$ cat config.mk
export PLATFORM = sky130hd
export DESIGN_NAME = pfd_pump_ctrl
export DESIGN_NICKNAME = d
export VERILOG_FILES = /design/src/rtl/pfd_pump_pkg.sv /design/src/rtl/pfd_core.sv /design/src/rtl/lock_detect.sv /design/src/rtl/pump_override.sv /design/src/rtl/pfd_pump_ctrl.sv
export SDC_FILE = /design/constraint.sdc
export NUM_CORES = 1
export LEC_CHECK = 0
export ABC_AREA = 1
export BUFFER_PORTS_ARGS = -buffer_cell sky130_fd_sc_hd__buf_2
export CAP_MARGIN = 10
export CORE_MARGIN = 5
export CORE_UTILIZATION = 50
export CTS_BUF_LIST = sky130_fd_sc_hd__clkbuf_4 sky130_fd_sc_hd__clkbuf_8
export DETAILED_ROUTE_END_ITERATION = 6
export PLACE_DENSITY = 0.76
export SETUP_SLACK_MARGIN = 0.02
export SYNTH_ARGS = -nofsm -noshare
export SYNTH_HDL_FRONTEND = slang
export SYNTH_SLANG_ARGS = --single-unit
$ cat constraint.sdc
create_clock -name clk_i -period 1.3 [get_ports clk_i]
set_input_delay 0.26 -clock clk_i [delete_from_list [all_inputs] [get_ports clk_i]]
set_output_delay 0.26 -clock clk_i [all_outputs]
set_load 0.01 [all_outputs]
$ cat src/rtl/pfd_pump_pkg.sv
package pfd_pump_pkg;
  typedef enum logic [2:0] {
    MODE_RUN_A   = 3'b000,
    MODE_POR     = 3'b001,
    MODE_AUX_A   = 3'b010,
    MODE_SINK    = 3'b011,
    MODE_RUN_B   = 3'b100,
    MODE_AUX_B   = 3'b101,
    MODE_OFF     = 3'b110,
    MODE_SOURCE  = 3'b111
  } pump_mode_e;

  function automatic logic mode_is_run(input logic [2:0] m);
    return (m == MODE_RUN_A) || (m == MODE_RUN_B);
  endfunction
endpackage

$ cat src/rtl/pfd_core.sv
module pfd_core (
  input  logic clk_i,
  input  logic rst_ni,
  input  logic ref_pulse_i,
  input  logic div_pulse_i,
  output logic up_o,
  output logic dn_o
);
  logic up_q, dn_q;

  always_ff @(posedge clk_i or negedge rst_ni) begin
    if (!rst_ni) begin
      up_q <= 1'b0;
      dn_q <= 1'b0;
    end else if (up_q && dn_q) begin
      // clearing cycle wins, pulses in it are dropped
      up_q <= 1'b0;
      dn_q <= 1'b0;
    end else if (!(ref_pulse_i && div_pulse_i)) begin
      up_q <= up_q | ref_pulse_i;
      dn_q <= dn_q | div_pulse_i;
    end
  end

  assign up_o = up_q;
  assign dn_o = dn_q;

  a_r2_both_clear: assert property (@(posedge clk_i) disable iff (!rst_ni)
    (up_q && dn_q) |=> (!up_q && !dn_q));
  a_r3_coincide_quiet: assert property (@(posedge clk_i) disable iff (!rst_ni)
    (ref_pulse_i && div_pulse_i && !up_q && !dn_q) |=> (!up_q && !dn_q));
endmodule

$ cat src/rtl/lock_detect.sv
module lock_detect #(
  parameter int MAX_ACT      = 2,
  parameter int LOCK_PERIODS = 16
) (
  input  logic clk_i,
  input  logic rst_ni,
  input  logic enable_i,
  input  logic ref_pulse_i,
  input  logic up_i,
  input  logic dn_i,
  output logic lock_o
);
  localparam int CW = $clog2(MAX_ACT + 2);
  localparam int GW = $clog2(LOCK_PERIODS + 1);
  localparam logic [CW-1:0] ACT_SAT = CW'(MAX_ACT + 1);
  localparam logic [CW-1:0] ACT_MAX = CW'(MAX_ACT);
  localparam logic [GW-1:0] GOOD_TGT = GW'(LOCK_PERIODS);

  logic [CW-1:0] cnt_q, cnt_next;
  logic [GW-1:0] good_q, good_inc;
  logic          lock_q, active, violate;

  assign active   = up_i | dn_i;
  assign cnt_next = (active && cnt_q != ACT_SAT) ? cnt_q + 1'b1 : cnt_q;
  assign violate  = cnt_next > ACT_MAX;
  assign good_inc = (good_q == GOOD_TGT) ? good_q : good_q + 1'b1;

  always_ff @(posedge clk_i or negedge rst_ni) begin
    if (!rst_ni) begin
      cnt_q  <= '0;
      good_q <= '0;
      lock_q <= 1'b0;
    end else if (!enable_i) begin
      cnt_q  <= '0;
      good_q <= '0;
      lock_q <= 1'b0;
    end else if (violate) begin
      cnt_q  <= ref_pulse_i ? '0 : cnt_next;
      good_q <= '0;
      lock_q <= 1'b0;
    end else if (ref_pulse_i) begin
      cnt_q  <= '0;
      good_q <= good_inc;
      if (good_inc == GOOD_TGT) lock_q <= 1'b1;
    end else begin
      cnt_q  <= cnt_next;
    end
  end

  assign lock_o = lock_q;

  a_r8_lock_on_period_end: assert property (@(posedge clk_i) disable iff (!rst_ni)
    $rose(lock_q) |-> $past(ref_pulse_i));
  a_r9_wide_clears: assert property (@(posedge clk_i) disable iff (!rst_ni)
    (enable_i && active && cnt_q == ACT_MAX) |=> !lock_q);
endmodule

$ cat src/rtl/pump_override.sv
module pump_override
  import pfd_pump_pkg::*;
(
  input  logic [2:0] mode_i,
  input  logic       det_up_i,
  input  logic       det_dn_i,
  output logic       up_o,
  output logic       dn_o,
  output logic       release_o,
  output logic       run_o
);
  always_comb begin
    up_o = det_up_i;
    dn_o = det_dn_i;
    unique case (pump_mode_e'(mode_i))
      MODE_POR, MODE_SINK: begin up_o = 1'b0; dn_o = 1'b1; end
      MODE_SOURCE:         begin up_o = 1'b1; dn_o = 1'b0; end
      MODE_OFF:            begin up_o = 1'b0; dn_o = 1'b0; end
      default: ;
    endcase
  end

  assign release_o = (mode_i == MODE_POR);
  assign run_o     = mode_is_run(mode_i);
endmodule

$ cat src/rtl/pfd_pump_ctrl.sv
module pfd_pump_ctrl
  import pfd_pump_pkg::*;
#(
  parameter int MODE_W       = 3,
  parameter int CUR_W        = 2,
  parameter int MAX_ACT      = 2,
  parameter int LOCK_PERIODS = 16
) (
  input  logic              clk_i,
  input  logic              rst_ni,
  input  logic              ref_pulse_i,
  input  logic              div_pulse_i,
  input  logic [MODE_W-1:0] mode_i,
  input  logic [CUR_W-1:0]  cur_code_i,
  output logic              up_o,
  output logic              dn_o,
  output logic [CUR_W-1:0]  cur_sel_o,
  output logic              tune_release_o,
  output logic              lock_o
);
  localparam logic [MODE_W-1:0] MODE_RST = MODE_W'(MODE_POR);

  logic [MODE_W-1:0] mode_q;
  logic [CUR_W-1:0]  cur_q;
  logic det_up, det_dn, run, lock_raw;

  always_ff @(posedge clk_i or negedge rst_ni) begin
    if (!rst_ni) begin
      mode_q <= MODE_RST;
      cur_q  <= '0;
    end else begin
      mode_q <= mode_i;
      cur_q  <= cur_code_i;
    end
  end

  pfd_core u_core (
    .clk_i       (clk_i),
    .rst_ni      (rst_ni),
    .ref_pulse_i (ref_pulse_i),
    .div_pulse_i (div_pulse_i),
    .up_o        (det_up),
    .dn_o        (det_dn)
  );

  pump_override u_ovr (
    .mode_i    (mode_q[2:0]),
    .det_up_i  (det_up),
    .det_dn_i  (det_dn),
    .up_o      (up_o),
    .dn_o      (dn_o),
    .release_o (tune_release_o),
    .run_o     (run)
  );

  lock_detect #(.MAX_ACT(MAX_ACT), .LOCK_PERIODS(LOCK_PERIODS)) u_lock (
    .clk_i       (clk_i),
    .rst_ni      (rst_ni),
    .enable_i    (run),
    .ref_pulse_i (ref_pulse_i),
    .up_i        (det_up),
    .dn_i        (det_dn),
    .lock_o      (lock_raw)
  );

  assign lock_o    = lock_raw & run;
  assign cur_sel_o = cur_q;

  a_r5_forced_sink: assert property (@(posedge clk_i) disable iff (!rst_ni)
    (mode_i == 3'b011) |=> (dn_o && !up_o));
  a_r5_forced_source: assert property (@(posedge clk_i) disable iff (!rst_ni)
    (mode_i == 3'b111) |=> (up_o && !dn_o));
  a_r10_lock_off_in_test: assert property (@(posedge clk_i) disable iff (!rst_ni)
    (mode_i == 3'b110) |=> !lock_o);
  a_r7_cur_follows: assert property (@(posedge clk_i) disable iff (!rst_ni)
    1'b1 |=> (cur_sel_o == $past(cur_code_i)));
  a_r6_release_por: assert property (@(posedge clk_i) disable iff (!rst_ni)
    (mode_i == 3'b001) |=> tune_release_o);
endmodule

==> results.txt <==
The finished cells cover 1045 sq um. The area share of fa/ha/maj cells after synthesis works out to 0.04815. The wire-length estimate of the detail-placed layout is 1205 microns.

Counting every net in the synthesized netlist gives 110. The layout has 98 filler cells. The DRC violation count after routing is 0, and the share of post-route cells with drive strength above 1 is 0.4160. Via count of the first global-routing pass: 667. In the final layout, the multi-input gates occupy 414.1 sq um. The worst register-to-register path has a depth of 8. The tools report the share of synthesized area occupied by flip-flops and latches as 0.4831. Subtracting the final worst setup slack from the clock period gives 1.478 ns.

The run gives 20 as the count of cell types in the netlist. The effective utilization at floorplan came out at 0.5235. Number of warnings printed during yosys synthesis: 0.

The area taken by flip-flops and latches is 376.6 sq um, and the initial antenna violation count is 0. TritonCTS built the clock tree. The synthesized netlist occupies a cell area of 779.5 sq um. Global routing finished with a remaining overflow of 0. The xor and xnor fraction of the mapped netlist area was 0.02247. The worst-case IR drop observed on VDD is 0.001127 V. The share of the synthesized area in compound gates (AO/OA/AOI/OAI) works out to 0.07705. Data on the critical path is required at its endpoint by 1.04 ns. Worst hold-check path type: in -> reg. Final period utilization: 1.137. Leaving out filler cells and counting taps, the final layout contains 141.

The via count was 683. The congestion estimate from routability-driven global placement came to 0.8953. Dividing total power by cell area gives a power density of 1164 nW/um^2. The synthesis-to-layout area growth came out at 34.03%.

The clock latency reported for the late side of the worst-skew pair was 0.28 ns. The multiplexer share of the synthesized area came out at 0. The instance count along the most critical hold path was 1. The critical-path maximum fanout is 3. The core region is 1489 sq um.

Dividing the detail-routed via count by the number of cells gives 4.844. The worst max-slew margin expressed relative to the limit is 0.7811, and the final core area utilization is 0.7017. Across the run, the number of max-cap violations was 0. The tools report the post-synthesis cell count as 98.

The run gives 3 as the total CTS buffers. The die covers 2449 sq um. The logs give 1 for the level count of the clock H-tree and 2904 microns for the first-pass GRT wire length.

The run finished, with violations left. The run gives 2 as the maximum buffer depth of the clock tree. The worst setup path is of the reg -> out kind. The basic-gate share of the synthesized area counting and, or, nand and nor cells is 0.2825. Setup violations remaining at the end of the flow were counted as 5. The final number of hold-violating endpoints is 0. For the pin with the worst max-slew slack, the measured transition is 0.3283 ns.

STA classifies the critical path endpoint as an output pin. Setup repair after global routing could not meet its margin everywhere. The global-route usage over all layers was 0.1501; the overall power was 1.216 mW.

By area, the combinational part of the netlist is dominated by simple AND/OR/NAND/NOR gates. For this run, the detailed router's first-pass iteration total came to 4. Clock transition at the register clock pins on the worst setup and hold paths after CTS: 0.09 ns. The maximum clock rate was 676.6 MHz; the arrival time of the worst setup path was 1.22 ns. The final layout contains 138 nets.

The vertical die dimension was 49.49 microns. Max-slew violation total from the final report: 0. The tools report the post-placement cell area as 890.9 sq um. After detailed routing, the average wire length per cell comes to 12.13 microns. The post-layout worst setup margin was -0.1781 ns. The number of buffer cells added on primary ports works out to 14.

The synthesized flop and latch total works out to 15. The antenna cell count is 0, and the number of standard-cell rows in the floorplan is 14. The worst-case clock skew is 0.008384 ns, and the static leakage is 0.5123 nW. The final total negative setup slack was -0.5921 ns. OpenSTA, run right after detailed placement, puts the worst setup slack at -0.06850 ns. The checks that failed: setup timing. The width of the chip came out at 49.49 microns. In this run the clock root is driven by a clkbuf_4. CTS saw 15 sinks. The total routed wirelength was 1710 microns. Mean instance size in the synthesized netlist: 7.954 sq um. The worst hold slack came out at 0.07065 ns.

The first routing iteration left 15 violations. Entering global routing, the biggest net connects 16 pins. The number of placed instances, taps included, is 131.

Remaining antenna violation count after routing: 0. Kind of launch point of the worst setup path: a flip-flop. Pin placement for this block handled 15 I/O pins.
cell usage after synthesis, drive strengths merged:
cell type | number | share of area
nand2 | 29 | 0.14
nor2 | 14 | 0.077
buf | 1 | 0.014
ha | 3 | 0.048
o21bai | 1 | 0.014
nand4 | 2 | 0.016
nor3 | 1 | 0.0064
or2 | 1 | 0.0080
inv | 15 | 0.072
o21ai | 1 | 0.0064
xor2 | 1 | 0.011
xnor2 | 1 | 0.011
dfrtp | 14 | 0.45
dfstp | 1 | 0.034
nand3 | 5 | 0.032
a21oi | 8 | 0.056
state kept, by name, summed over array words and instances, names as in the netlist:
signal / count
u_lock.cnt_q: 2
u_lock.good_q: 5
mode_q: 3
u_core.up_o: 1
u_lock.lock_o: 1
u_core.dn_o: 1
cur_sel_o: 2
final cells by class:
type / instances / share of cell area
Clock buffer: 4 / 0.02874
Inverter: 15 / 0.05389
Multi-Input combinational cell: 67 / 0.3964
Sequential cell: 15 / 0.3605
Tap cell: 16 / 0.01916
Timing Repair Buffer: 24 / 0.1413
power breakdown:
part / internal [mW] / switching (mW)
clock: 0.140 / 0.143
sequential: 0.514 / 0.0675
combinational: 0.174 / 0.178
final timing paths:
path                                    end  slack, ns        startpoint
setup / recovery             tune_release_o      -0.18         mode_q[0]
min in group asynchronous     u_lock.lock_o       0.40            rst_ni
hold / removal                    mode_q[0]       0.07         mode_i[0]
setup reg to reg           u_lock.good_q[0]      -0.04  u_lock.good_q[0]
max in group asynchronous         mode_q[0]       0.61            rst_ni
hold reg to reg               u_lock.lock_o       0.53     u_lock.lock_o
worst max-delay path, stage by stage (launching register included):
cell     delay [ns]
dfstp_2        0.57
inv_2          0.05
nor2_4         0.09
inv_2          0.04
nor2_1         0.07
buf_2          0.13
cells by family (layout without fill, tap and decap cells):
kind of cell	after synthesis	in the layout
flip-flops	15	15
AO/OA/AOI/OAI	10	10
buffers and inverters	16	43
AND/OR/NAND/NOR	52	52
adder cells (fa/ha/maj)	3	3
XOR/XNOR	2	2
layer usage:
metal | track usage | wire length (microns)
met1 | 0.1816 | 734
met2 | 0.2597 | 874
met3 | 0.05120 | 95
met4 | 0.02620 | 5
met5 | 0 | 0
timing repair:
action | in CTS | in global routing
hold endpoints to repair | 14 | 0
gates resized for setup | 14 | 8
pin swaps | 7 | 9
hold buffers | 1 | 0
buffers inserted | 5 | 0
setup endpoints to repair | 11 | 11
cells in the final DEF (no fill, tap or decap):
cell type / count
a21oi_1: 3
a21oi_2: 5
buf_2: 14
buf_4: 9
clkbuf_4: 4
dfrtp_1: 14
dfstp_2: 1
dlygate4sd3_1: 1
ha_2: 2
ha_4: 1
inv_1: 9
inv_2: 6
nand2_1: 24
nand2_2: 3
nand2_4: 2
nand3_1: 5
nand4_1: 2
nor2_1: 12
nor2_4: 2
nor3_1: 1
o21ai_2: 1
o21bai_4: 1
or2_0: 1
xnor2_2: 1
xor2_1: 1
Power figures use the tool's default switching activity.
